**src/rtl/tmr_pkg.sv**
```systemverilog
package tmr_pkg;

    typedef enum logic [2:0] {
        MODE_INTERVAL    = 3'd0,
        MODE_EVENT       = 3'd1,
        MODE_CAPTURE     = 3'd2,
        MODE_ONESHOT     = 3'd3,
        MODE_CAP_ONESHOT = 3'd4
    } tmr_mode_e;

    typedef enum logic [1:0] {
        ST_IDLE,
        ST_WAIT_TRIG,
        ST_PEND,
        ST_RUN
    } tmr_state_e;

    function automatic tmr_mode_e decode_mode(input logic [2:0] raw);
        case (raw)
            3'd1:    return MODE_EVENT;
            3'd2:    return MODE_CAPTURE;
            3'd3:    return MODE_ONESHOT;
            3'd4:    return MODE_CAP_ONESHOT;
            default: return MODE_INTERVAL;
        endcase
    endfunction

    function automatic logic is_capture(input tmr_mode_e m);
        return (m == MODE_CAPTURE) || (m == MODE_CAP_ONESHOT);
    endfunction

    function automatic logic needs_trigger(input tmr_mode_e m);
        return (m == MODE_ONESHOT) || (m == MODE_CAP_ONESHOT);
    endfunction

    // sel: 0 rising, 1 falling, 2/3 both
    function automatic logic edge_hit(input logic [1:0] sel, input logic prev, input logic cur);
        case (sel)
            2'd0:    return !prev && cur;
            2'd1:    return prev && !cur;
            default: return prev != cur;
        endcase
    endfunction

endpackage

```
**src/rtl/tmr_edge_detect.sv**
```systemverilog
module tmr_edge_detect
    import tmr_pkg::*;
#(
    parameter int SYNC_STAGES = 2
) (
    input  logic       clk,
    input  logic       rst,
    input  logic       pin,
    input  logic [1:0] sel,
    output logic       hit
);

    localparam int CHAIN_LEN = SYNC_STAGES + 1;

    logic [CHAIN_LEN-1:0] chain;

    always_ff @(posedge clk) begin
        if (rst) begin
            chain <= '0;
        end else begin
            chain <= {chain[CHAIN_LEN-2:0], pin};
        end
    end

    // chain[SYNC_STAGES-1] is the synchronized level, chain[SYNC_STAGES] its history
    assign hit = edge_hit(sel, chain[SYNC_STAGES], chain[SYNC_STAGES-1]);

endmodule

```
**src/rtl/tmr_count_core.sv**
```systemverilog
module tmr_count_core
    import tmr_pkg::*;
#(
    parameter int WIDTH = 16
) (
    input  logic             clk,
    input  logic             rst,
    input  logic             tick,
    input  logic             hit,
    input  logic             start,
    input  logic             stop,
    input  tmr_mode_e        mode_in,
    input  logic [WIDTH-1:0] reload,
    output logic [WIDTH-1:0] count,
    output logic [WIDTH-1:0] cap,
    output logic             irq,
    output logic             running
);

    localparam logic [WIDTH-1:0] ZERO = '0;
    localparam logic [WIDTH-1:0] ONE  = WIDTH'(1);

    tmr_mode_e  mode_q;
    tmr_state_e state;
    logic       start_ok;

    assign start_ok = start && !(running && needs_trigger(mode_q));

    always_ff @(posedge clk) begin
        if (rst) begin
            count   <= ZERO;
            cap     <= ZERO;
            irq     <= 1'b0;
            running <= 1'b0;
            mode_q  <= MODE_INTERVAL;
            state   <= ST_IDLE;
        end else begin
            irq <= 1'b0;
            if (stop) begin
                running <= 1'b0;
                state   <= ST_IDLE;
            end else if (start_ok) begin
                running <= 1'b1;
                mode_q  <= mode_in;
                if (needs_trigger(mode_in)) begin
                    state <= ST_WAIT_TRIG;
                end else if (mode_in == MODE_EVENT) begin
                    count <= reload;
                    state <= ST_RUN;
                end else begin
                    state <= ST_PEND;
                end
            end else begin
                case (state)
                    ST_WAIT_TRIG: begin
                        if (hit) state <= ST_PEND;
                    end
                    ST_PEND: begin
                        if (tick) begin
                            count <= is_capture(mode_q) ? ZERO : reload;
                            state <= ST_RUN;
                        end
                    end
                    ST_RUN: begin
                        if (is_capture(mode_q) && hit) begin
                            cap   <= count;
                            count <= ZERO;
                            irq   <= 1'b1;
                            if (mode_q == MODE_CAP_ONESHOT) state <= ST_WAIT_TRIG;
                        end else if (mode_q == MODE_EVENT) begin
                            if (hit) begin
                                if (count == ZERO) begin
                                    count <= reload;
                                    irq   <= 1'b1;
                                end else begin
                                    count <= count - ONE;
                                end
                            end
                        end else if (tick) begin
                            if (is_capture(mode_q)) begin
                                count <= count + ONE;
                            end else if (count == ZERO) begin
                                irq <= 1'b1;
                                if (mode_q == MODE_ONESHOT) state <= ST_WAIT_TRIG;
                                else count <= reload;
                            end else begin
                                count <= count - ONE;
                            end
                        end
                    end
                    default: state <= ST_IDLE;
                endcase
            end
        end
    end

    AST_STOP_DISABLES: assert property (@(posedge clk) disable iff (rst)
        stop |=> !running);

    AST_IDLE_FROZEN: assert property (@(posedge clk) disable iff (rst)
        (!running && !$past(running)) |-> $stable(count));

    AST_IRQ_HAS_CAUSE: assert property (@(posedge clk) disable iff (rst)
        irq |-> $past(tick || hit));

    AST_EVENT_IGNORES_TICK: assert property (@(posedge clk) disable iff (rst)
        (running && mode_q == MODE_EVENT && !hit && !start && !stop) |=> $stable(count));

    AST_CAPTURE_CLEARS: assert property (@(posedge clk) disable iff (rst)
        (irq && is_capture(mode_q)) |-> (count == ZERO));

endmodule

```
**src/rtl/tmr_channel.sv**
```systemverilog
module tmr_channel
    import tmr_pkg::*;
#(
    parameter int WIDTH       = 16,
    parameter int SYNC_STAGES = 2
) (
    input  logic             clk,
    input  logic             rst,
    input  logic             cnt_tick,
    input  logic             tin,
    input  logic [2:0]       mode_sel,
    input  logic [1:0]       edge_sel,
    input  logic             start_req,
    input  logic             stop_req,
    input  logic [WIDTH-1:0] reload_val,
    output logic [WIDTH-1:0] count_val,
    output logic [WIDTH-1:0] capture_val,
    output logic             irq_pulse,
    output logic             chan_enabled
);

    logic      pin_hit;
    tmr_mode_e mode_dec;

    assign mode_dec = decode_mode(mode_sel);

    tmr_edge_detect #(.SYNC_STAGES(SYNC_STAGES)) edge_i (
        .clk (clk),
        .rst (rst),
        .pin (tin),
        .sel (edge_sel),
        .hit (pin_hit)
    );

    tmr_count_core #(.WIDTH(WIDTH)) core_i (
        .clk     (clk),
        .rst     (rst),
        .tick    (cnt_tick),
        .hit     (pin_hit),
        .start   (start_req),
        .stop    (stop_req),
        .mode_in (mode_dec),
        .reload  (reload_val),
        .count   (count_val),
        .cap     (capture_val),
        .irq     (irq_pulse),
        .running (chan_enabled)
    );

endmodule

```
**config.mk**
```make
export PLATFORM = sky130hd
export DESIGN_NAME = tmr_channel
export DESIGN_NICKNAME = d
export VERILOG_FILES = /design/src/rtl/tmr_pkg.sv /design/src/rtl/tmr_edge_detect.sv /design/src/rtl/tmr_count_core.sv /design/src/rtl/tmr_channel.sv
export SDC_FILE = /design/constraint.sdc
export NUM_CORES = 1
export LEC_CHECK = 0
export BUFFER_PORTS_ARGS = -buffer_cell sky130_fd_sc_hd__buf_4
export CAP_MARGIN = 10
export CORE_MARGIN = 2
export CORE_UTILIZATION = 30
export DETAILED_ROUTE_END_ITERATION = 10
export PLACE_DENSITY = 0.57
export SETUP_SLACK_MARGIN = 0.15
export SLEW_MARGIN = 20
export SYNTH_ARGS = -nofsm -noshare
export SYNTH_HDL_FRONTEND = slang
export SYNTH_HIERARCHICAL = 1
export SYNTH_SLANG_ARGS = --single-unit
```
**constraint.sdc**
```tcl
create_clock -name clk -period 2.8 [get_ports clk]
set_input_delay 0.56 -clock clk [delete_from_list [all_inputs] [get_ports clk]]
set_output_delay 0.56 -clock clk [all_outputs]
set_load 0.02 [all_outputs]
```
* After elaboration in Yosys (flattened, before gate mapping)
Cells that the tools add are included.
** Word-level totals
- Memory bits (writable) :: 0
- Memories kept :: 0
- Latch bits :: 0
- Memory bits (read-only) :: 0
- Flip-flop bits (word level) :: 42
- Output and inout bits :: 34
** Cells by class
- Multiply operators :: 0
- Multiplexer cells :: 35
- Div/mod/pow operators :: 0
- Reductions and logical operators :: 20
- $add $sub $neg :: 2
- Shift operators :: 0
- Magnitude comparators :: 0
- Eq/ne operators :: 29
- Bitwise logic cells :: 3
** Operator list (count)
- 2-to-1 mux 16 bit :: 13
- case mux 16 bit (2 select lines) :: 1
- 2-to-1 mux 2 bit :: 11
- adder 16 x 1 -> 16 bit, second input constant :: 1
- zero test 16 bit :: 1
- AND reduction 8 bit :: 2
- subtractor 16 x 1 -> 16 bit, second input constant :: 1
- equality test 3 x 2 -> 1 bit, second input constant :: 5
- != test 4 x 2 -> 1 bit, second input constant :: 3
- case mux 3 bit (4 select lines) :: 1
- != test 5 x 2 -> 1 bit, second input constant :: 2
- equality test 3 x 1 -> 1 bit, second input constant :: 3
- equality test 3 bit, second input constant :: 3
- != test 4 x 1 -> 1 bit, second input constant :: 2
- 2-to-1 mux 1 bit :: 7
- != test 7 x 6 -> 1 bit, second input constant :: 1
- case mux 2 bit (3 select lines) :: 1
- logical AND 1 bit :: 5
- equality test 2 x 1 -> 1 bit, second input constant :: 2
- equality test 2 bit, second input constant :: 2
- != test 2 bit, second input constant :: 2
- != test 4 x 3 -> 1 bit, second input constant :: 1
- AND reduction 4 bit :: 1
- OR reduction 4 bit :: 1
- other kinds (11) :: 17

* Longest topological paths before layout
- Word-level depth :: 9
- Gate-level depth with buffers :: 11

* Modules after synthesis
Netlist, hierarchy kept.
** By module, submodules not included
- tmr_count_core :: cells each 386, times used 1, seq. area each 780.7 µm², area an instance 2844.0 µm²
- tmr_edge_detect :: cells each 12, times used 1, seq. area each 60.1 µm², area an instance 128.9 µm²
- tmr_channel :: cells each 3, times used 1, seq. area each 0.0 µm², area an instance 30.0 µm²

* Least setup slack after synthesis
No wires, ideal clock.
- Path kind :: register -> register
- From :: reg core_i.count[2]
- To :: reg core_i.count[11]
- Library setup time :: 91 ps
- Stages on the path, launching flop included :: 8
- Slack :: 255 ps
- Data arrival time :: 2454 ps
- Path through :: dfxtp_1 -> buf_6 -> or4_4 -> or3_1 -> buf_2 -> o221a_1 -> or4_1 -> a311oi_1
** On the way
- Word-level cells in the longest chain between the ends :: 8
- Elaborated cells on any way between the ends :: 14
- Classes of those cells :: add/sub (2); eq/ne (1); mux (9); reduce/logical (2)
** Ends and longest elaborated chain
- start: declaration :: RTL line tmr_count_core.sv:14 : output logic [WIDTH-1:0] count,
- start signal: assignment :: RTL line tmr_count_core.sv:48 : count <= reload;
- start signal: assignment :: RTL line tmr_count_core.sv:60 : count <= is_capture(mode_q) ? ZERO : reload;
- start signal: assignment :: RTL line tmr_count_core.sv:73 : count <= reload;
- subtractor 16 x 1 -> 16 bit or zero test 16 bit (tied branches)
- 2-to-1 mux 16 bit :: RTL line tmr_count_core.sv:82 : end else if (count == ZERO) begin
- 2-to-1 mux 16 bit :: RTL line tmr_count_core.sv:80 : if (is_capture(mode_q)) begin
- 2-to-1 mux 16 bit :: RTL line tmr_count_core.sv:79 : end else if (tick) begin
- 2-to-1 mux 16 bit :: RTL line tmr_count_core.sv:70 : end else if (mode_q == MODE_EVENT) begin
- 2-to-1 mux 16 bit :: RTL line tmr_count_core.sv:65 : if (is_capture(mode_q) && hit) begin
- case mux 16 bit (2 select lines) :: RTL line tmr_count_core.sv:54 : case (state)
- 2-to-1 mux 16 bit :: RTL line tmr_count_core.sv:42 : end else if (start_ok) begin
Several ways; a longest one is shown, not always the timed one. The select of a mux whose other input is x is not followed.
A chain may end at the register's enable or synchronous reset.

* Worst setup path in the final report
- From :: reg edge_i.chain[1]
- To :: reg core_i.count[0]
** On the way
- Word-level cells in the longest chain between the ends :: 7
- Elaborated cells on any way between the ends :: 13
- Classes of those cells :: eq/ne (4); mux (4); reduce/logical (5)
** Ends and longest elaborated chain
- start: declaration :: RTL line tmr_edge_detect.sv:15 : logic [CHAIN_LEN-1:0] chain;
- start signal: assignment :: RTL line tmr_edge_detect.sv:21 : chain <= {chain[CHAIN_LEN-2:0], pin};
- zero test 1 bit :: RTL line tmr_pkg.sv:40 : 2'd1: return prev && !cur;
- logical AND 1 bit :: RTL line tmr_pkg.sv:40
- case mux 1 bit (2 select lines) (*) :: RTL line tmr_pkg.sv:38 : case (sel)
- via pin_hit :: RTL line tmr_channel.sv:22 : logic pin_hit;
- branches (longest 4 deep; another with AND reduction 8 bit)
Mark *: on every way through the listed nets, which the timed path passes.

==> impl_summary.md <==
Finish
Fill cells in the final layout number 1,046. The antenna diode count is 0. Summing all multi-input logic gate instances after layout gives 0.00199 mm2. Of the cells placed in the final design, the portion with a size suffix greater than 1 is 25.8%. The library cell used most frequently in the layout, excluding fill and tap cells, is sky130_fd_sc_hd__buf_4. The area of all sequential standard cells is 841 um2. In the final design database the tool counted 511 nets. The finished layout holds 610 standard cells, fillers aside. Compared with the post-synthesis result, the final layout area differs by 29.5%. The library cells used most frequently in the layout, excluding fill and tap cells, are 94 x sky130_fd_sc_hd__buf_4, 46 x sky130_fd_sc_hd__nor2_1, 42 x sky130_fd_sc_hd__dfxtp_1.

Detailed routing
For this run, the detailed router's first-pass iteration total came to 5. After the first detailed-routing iteration, the DRC count stood at 350. The routed via count divided by cell count is 5.60. After detailed routing, the number of remaining DRC violations is 0. After detailed routing, the average wire length per cell comes to 17.6 um.

For this block, the routed nets add up to 10.8 mm of wire. The routed layout has 3,413 vias. The count of nets left with antenna violations after detail routing is 0.

Yosys
The number of warnings issued by yosys is 6. The number of distinct library cells after synthesis is 61. Sorting the synthesized cells by area gives the leading types as sky130_fd_sc_hd__dfxtp_1 28%, sky130_fd_sc_hd__a21oi_1 6.3%, sky130_fd_sc_hd__nor2_1 5.9%.

The number of storage elements in the synthesis netlist is 42. The complex-gate fraction of the synthesized area is 28.0%. The cell area that synthesis handed to floorplanning was 0.00300 mm2.

The adder and majority gate portion of the synthesized area is 3.33%. The combinational family with the most area after synthesis is simple AND/OR/NAND/NOR gates. The net count of the mapped netlist is 436. The top cell type by total area after synthesis is sky130_fd_sc_hd__dfxtp_1. The cell count after synthesis is 401. Yosys mapped a number of flops with a built-in enable equal to 0. The multiplexer share of the synthesized area is 3.00%. The proportion of synthesized chip area in sequential cells is 28.0%. Of the total synthesized cell area, the portion taken by XOR and XNOR cells is 2.63%. The top cell type by area accounts for 28.0% of the synthesized area. The mean post-synth cell area is 7.49 um2.

The primary flip-flop cell chosen by synthesis mapping is sky130_fd_sc_hd__dfxtp_1. For this run, asynchronously set or reset flops after synthesis account for 0%. Of the total synthesized cell area, the portion taken by AND, OR, NAND and NOR gates is 28.3%.

Die
The number of core rows is 36. The die covers 0.0108 mm2. The die span in x is 104 um.

The initial standard-cell utilization of the core is 30.9%. The die outline height is 104 um. The number of top-level pins is 61. The core region area is 0.00973 mm2.

Global route
The number of antenna violations at the first check in global routing is 0. For this run, the total global-route usage over all layers was measured as 19.6%. The remaining global-route overflow is 0.

The first global-routing pass estimated 17.2 mm of wire. Entering global routing, the biggest net connects 44 pins. The via count of the first global-routing pass is 3,167.

STA
Derived from the worst setup path, the maximum achievable clock frequency is 0.401 GHz. The post-route clock skew is 11.8 ps. In this run the tightest slew margin relative to its limit is 54.5%. The final period utilization is 89.1%. The worst path needs 2490 ps of the cycle, external delays included. The worst hold slack after final layout is 455 ps. Setup repair after global routing left no endpoint under its margin. Setup violations remaining at the end of the flow were counted as 0. For the pin with the worst max-slew slack, the measured transition is 676 ps. The number of hold violations in the final report is 0. The max-slew violation count is 0.

Worst setup path
The data arrival time of the worst path is 2670 ps. The slowest stage of the critical path belongs to the cell sky130_fd_sc_hd__o311a_1. Of all nets on the critical path, the largest fanout is 4. The data required time at the worst endpoint is 2980 ps. The type of the worst setup path is reg2reg.

On the worst path, the slowest cell contributes a delay of 380 ps. The signal on the critical path passes through inv_1 -> ha_1 -> mux2i_2 -> nand2b_1 -> and2_0 -> o311a_1 -> o21ba_2 -> a2111oi_0 -> a211oi_1. STA classifies the critical path endpoint as a register. The element type at the critical path start is a register.

CTS
The clock latency of the later-clocked register in the worst-skew pair is 310 ps. In this run the number of H-tree levels came out at 2. The number of clock sinks is 42. The clock tree from TritonCTS is done. The total CTS buffers is 5. The buffer depth of the longest clock path is 2. The clock transition at the register clock pins on the worst setup and hold paths after CTS is 90 ps.

The post-CTS setup buffer count is 0. The root buffer cell chosen for the clock tree is sky130_fd_sc_hd__clkbuf_8.

Placed design
The detailed placement HPWL is 8.15 mm. The final weighted congestion in routability-driven placement is 0.945. In this run, placement finished with an instance count of 602. The number of buffer cells added on primary ports is 60.

Pwr
The worst-case IR drop observed on VDD is 0.000193 V. The reported leakage power is 0.00151 uW. Power spread over the standard cell area amounts to 407 mW/mm2.

Worst hold path
The path class of the tightest hold or removal check is reg2reg.

Status
The run finished with clean final reports.

Flow run
The number of max-cap violations is 0.
[critical path: cells and delay by family, from the launching register on]
kind            cells  cell delay, ps
compound gates      4            1140
flops               1             340
simple gates        2             300
fa+ha+maj           1             300
mux                 1             220
buf+inv             1              60
[registers in the layout, summed over array words and instances, names as in the netlist]
register,count
core_i/state,2
core_i/count,16
core_i/running,1
core_i/mode_q,3
edge_i/chain,3
core_i/irq,1
core_i/cap,16
[kinds of logic (layout without fill, tap and decap cells)]
family	after synthesis	count (layout)
DFF	42	42
adders and majority gates	8	8
and+or+nand+nor	162	162
muxes	9	9
AOI/OAI and AO/OA	124	124
buffers and inverters	47	123
xor gates and xnor gates	9	9
[per-layer routing]
| layer | part of all wire, % | vias to the layer above | track usage (%) |
|---|---|---|---|
| met5 | 0 | - | 0 |
| met4 | 1.2 | 0 | 4.92 |
| met3 | 7.2 | 8 | 3.38 |
| met2 | 43 | 142 | 29.7 |
| met1 | 49 | 1616 | 28.8 |
| li1 | - | 1647 | - |
[metrics by stage]
step	cell area [um2]	setup TNS (ps)	total power (uW)	worst slack, ps	utilization (%)
after floorplan	3000	0	944	255	-
after global placement	3770	0	1150	29.6	38.7
after detailed placement	3770	-1450	1150	-154	38.7
after CTS	3870	0	1590	186	39.8
after global routing	3890	0	1660	159	40.0
final	3890	0	1580	306	40.0
[worst paths after layout]
check                  startpoint         endpoint  slack (ps)  cells after the start
setup / recovery  edge_i/chain[1]  core_i/count[0]         310                      9
setup reg to reg  edge_i/chain[1]  core_i/count[0]         310                      9
hold reg to reg   edge_i/chain[0]  edge_i/chain[1]         450                      1
hold / removal    edge_i/chain[0]  edge_i/chain[1]         450                      1
[power by group]
part           total [uW]  internal (uW)  switching [uW]
sequential            648            616            32.0
combinational         502            216             286
clock                 431            181             251
[timing repair]
| action | in CTS | in global routing |
|---|---|---|
| hold buffers | 0 | 0 |
| gates cloned | 0 | 0 |
| gates resized for setup | 2 | 7 |
| setup endpoints to repair | 16 | 16 |
[cell usage after synthesis, drive strengths merged, types with 4 or more instances]
master and count:
inv 20, a211oi 10, o31ai 5, nand4 5, ha 8, a31oi 4, nor2 47, a2111oi 4
or2 7, o21ai 19, nand2 20, a32oi 5, xor2 4, mux2i 9, nor3 24, or4 6
nor4 12, clkbuf 18, or3 5, xnor2 5, nor2b 8, nand3 10, a21oi 38, dfxtp 42
o211ai 4, nor3b 4, buf 9
[area by class of cell]
type / count / area share [%]
Clock buffer: 5 / 1.77
Clock inverter: 3 / 0.644
Inverter: 20 / 1.93
Multi-Input combinational cell: 312 / 51.1
Sequential cell: 42 / 21.6
Tap cell: 133 / 4.28
Timing Repair Buffer: 95 / 18.7
No activity file was read; power rests on OpenSTA's default activity.
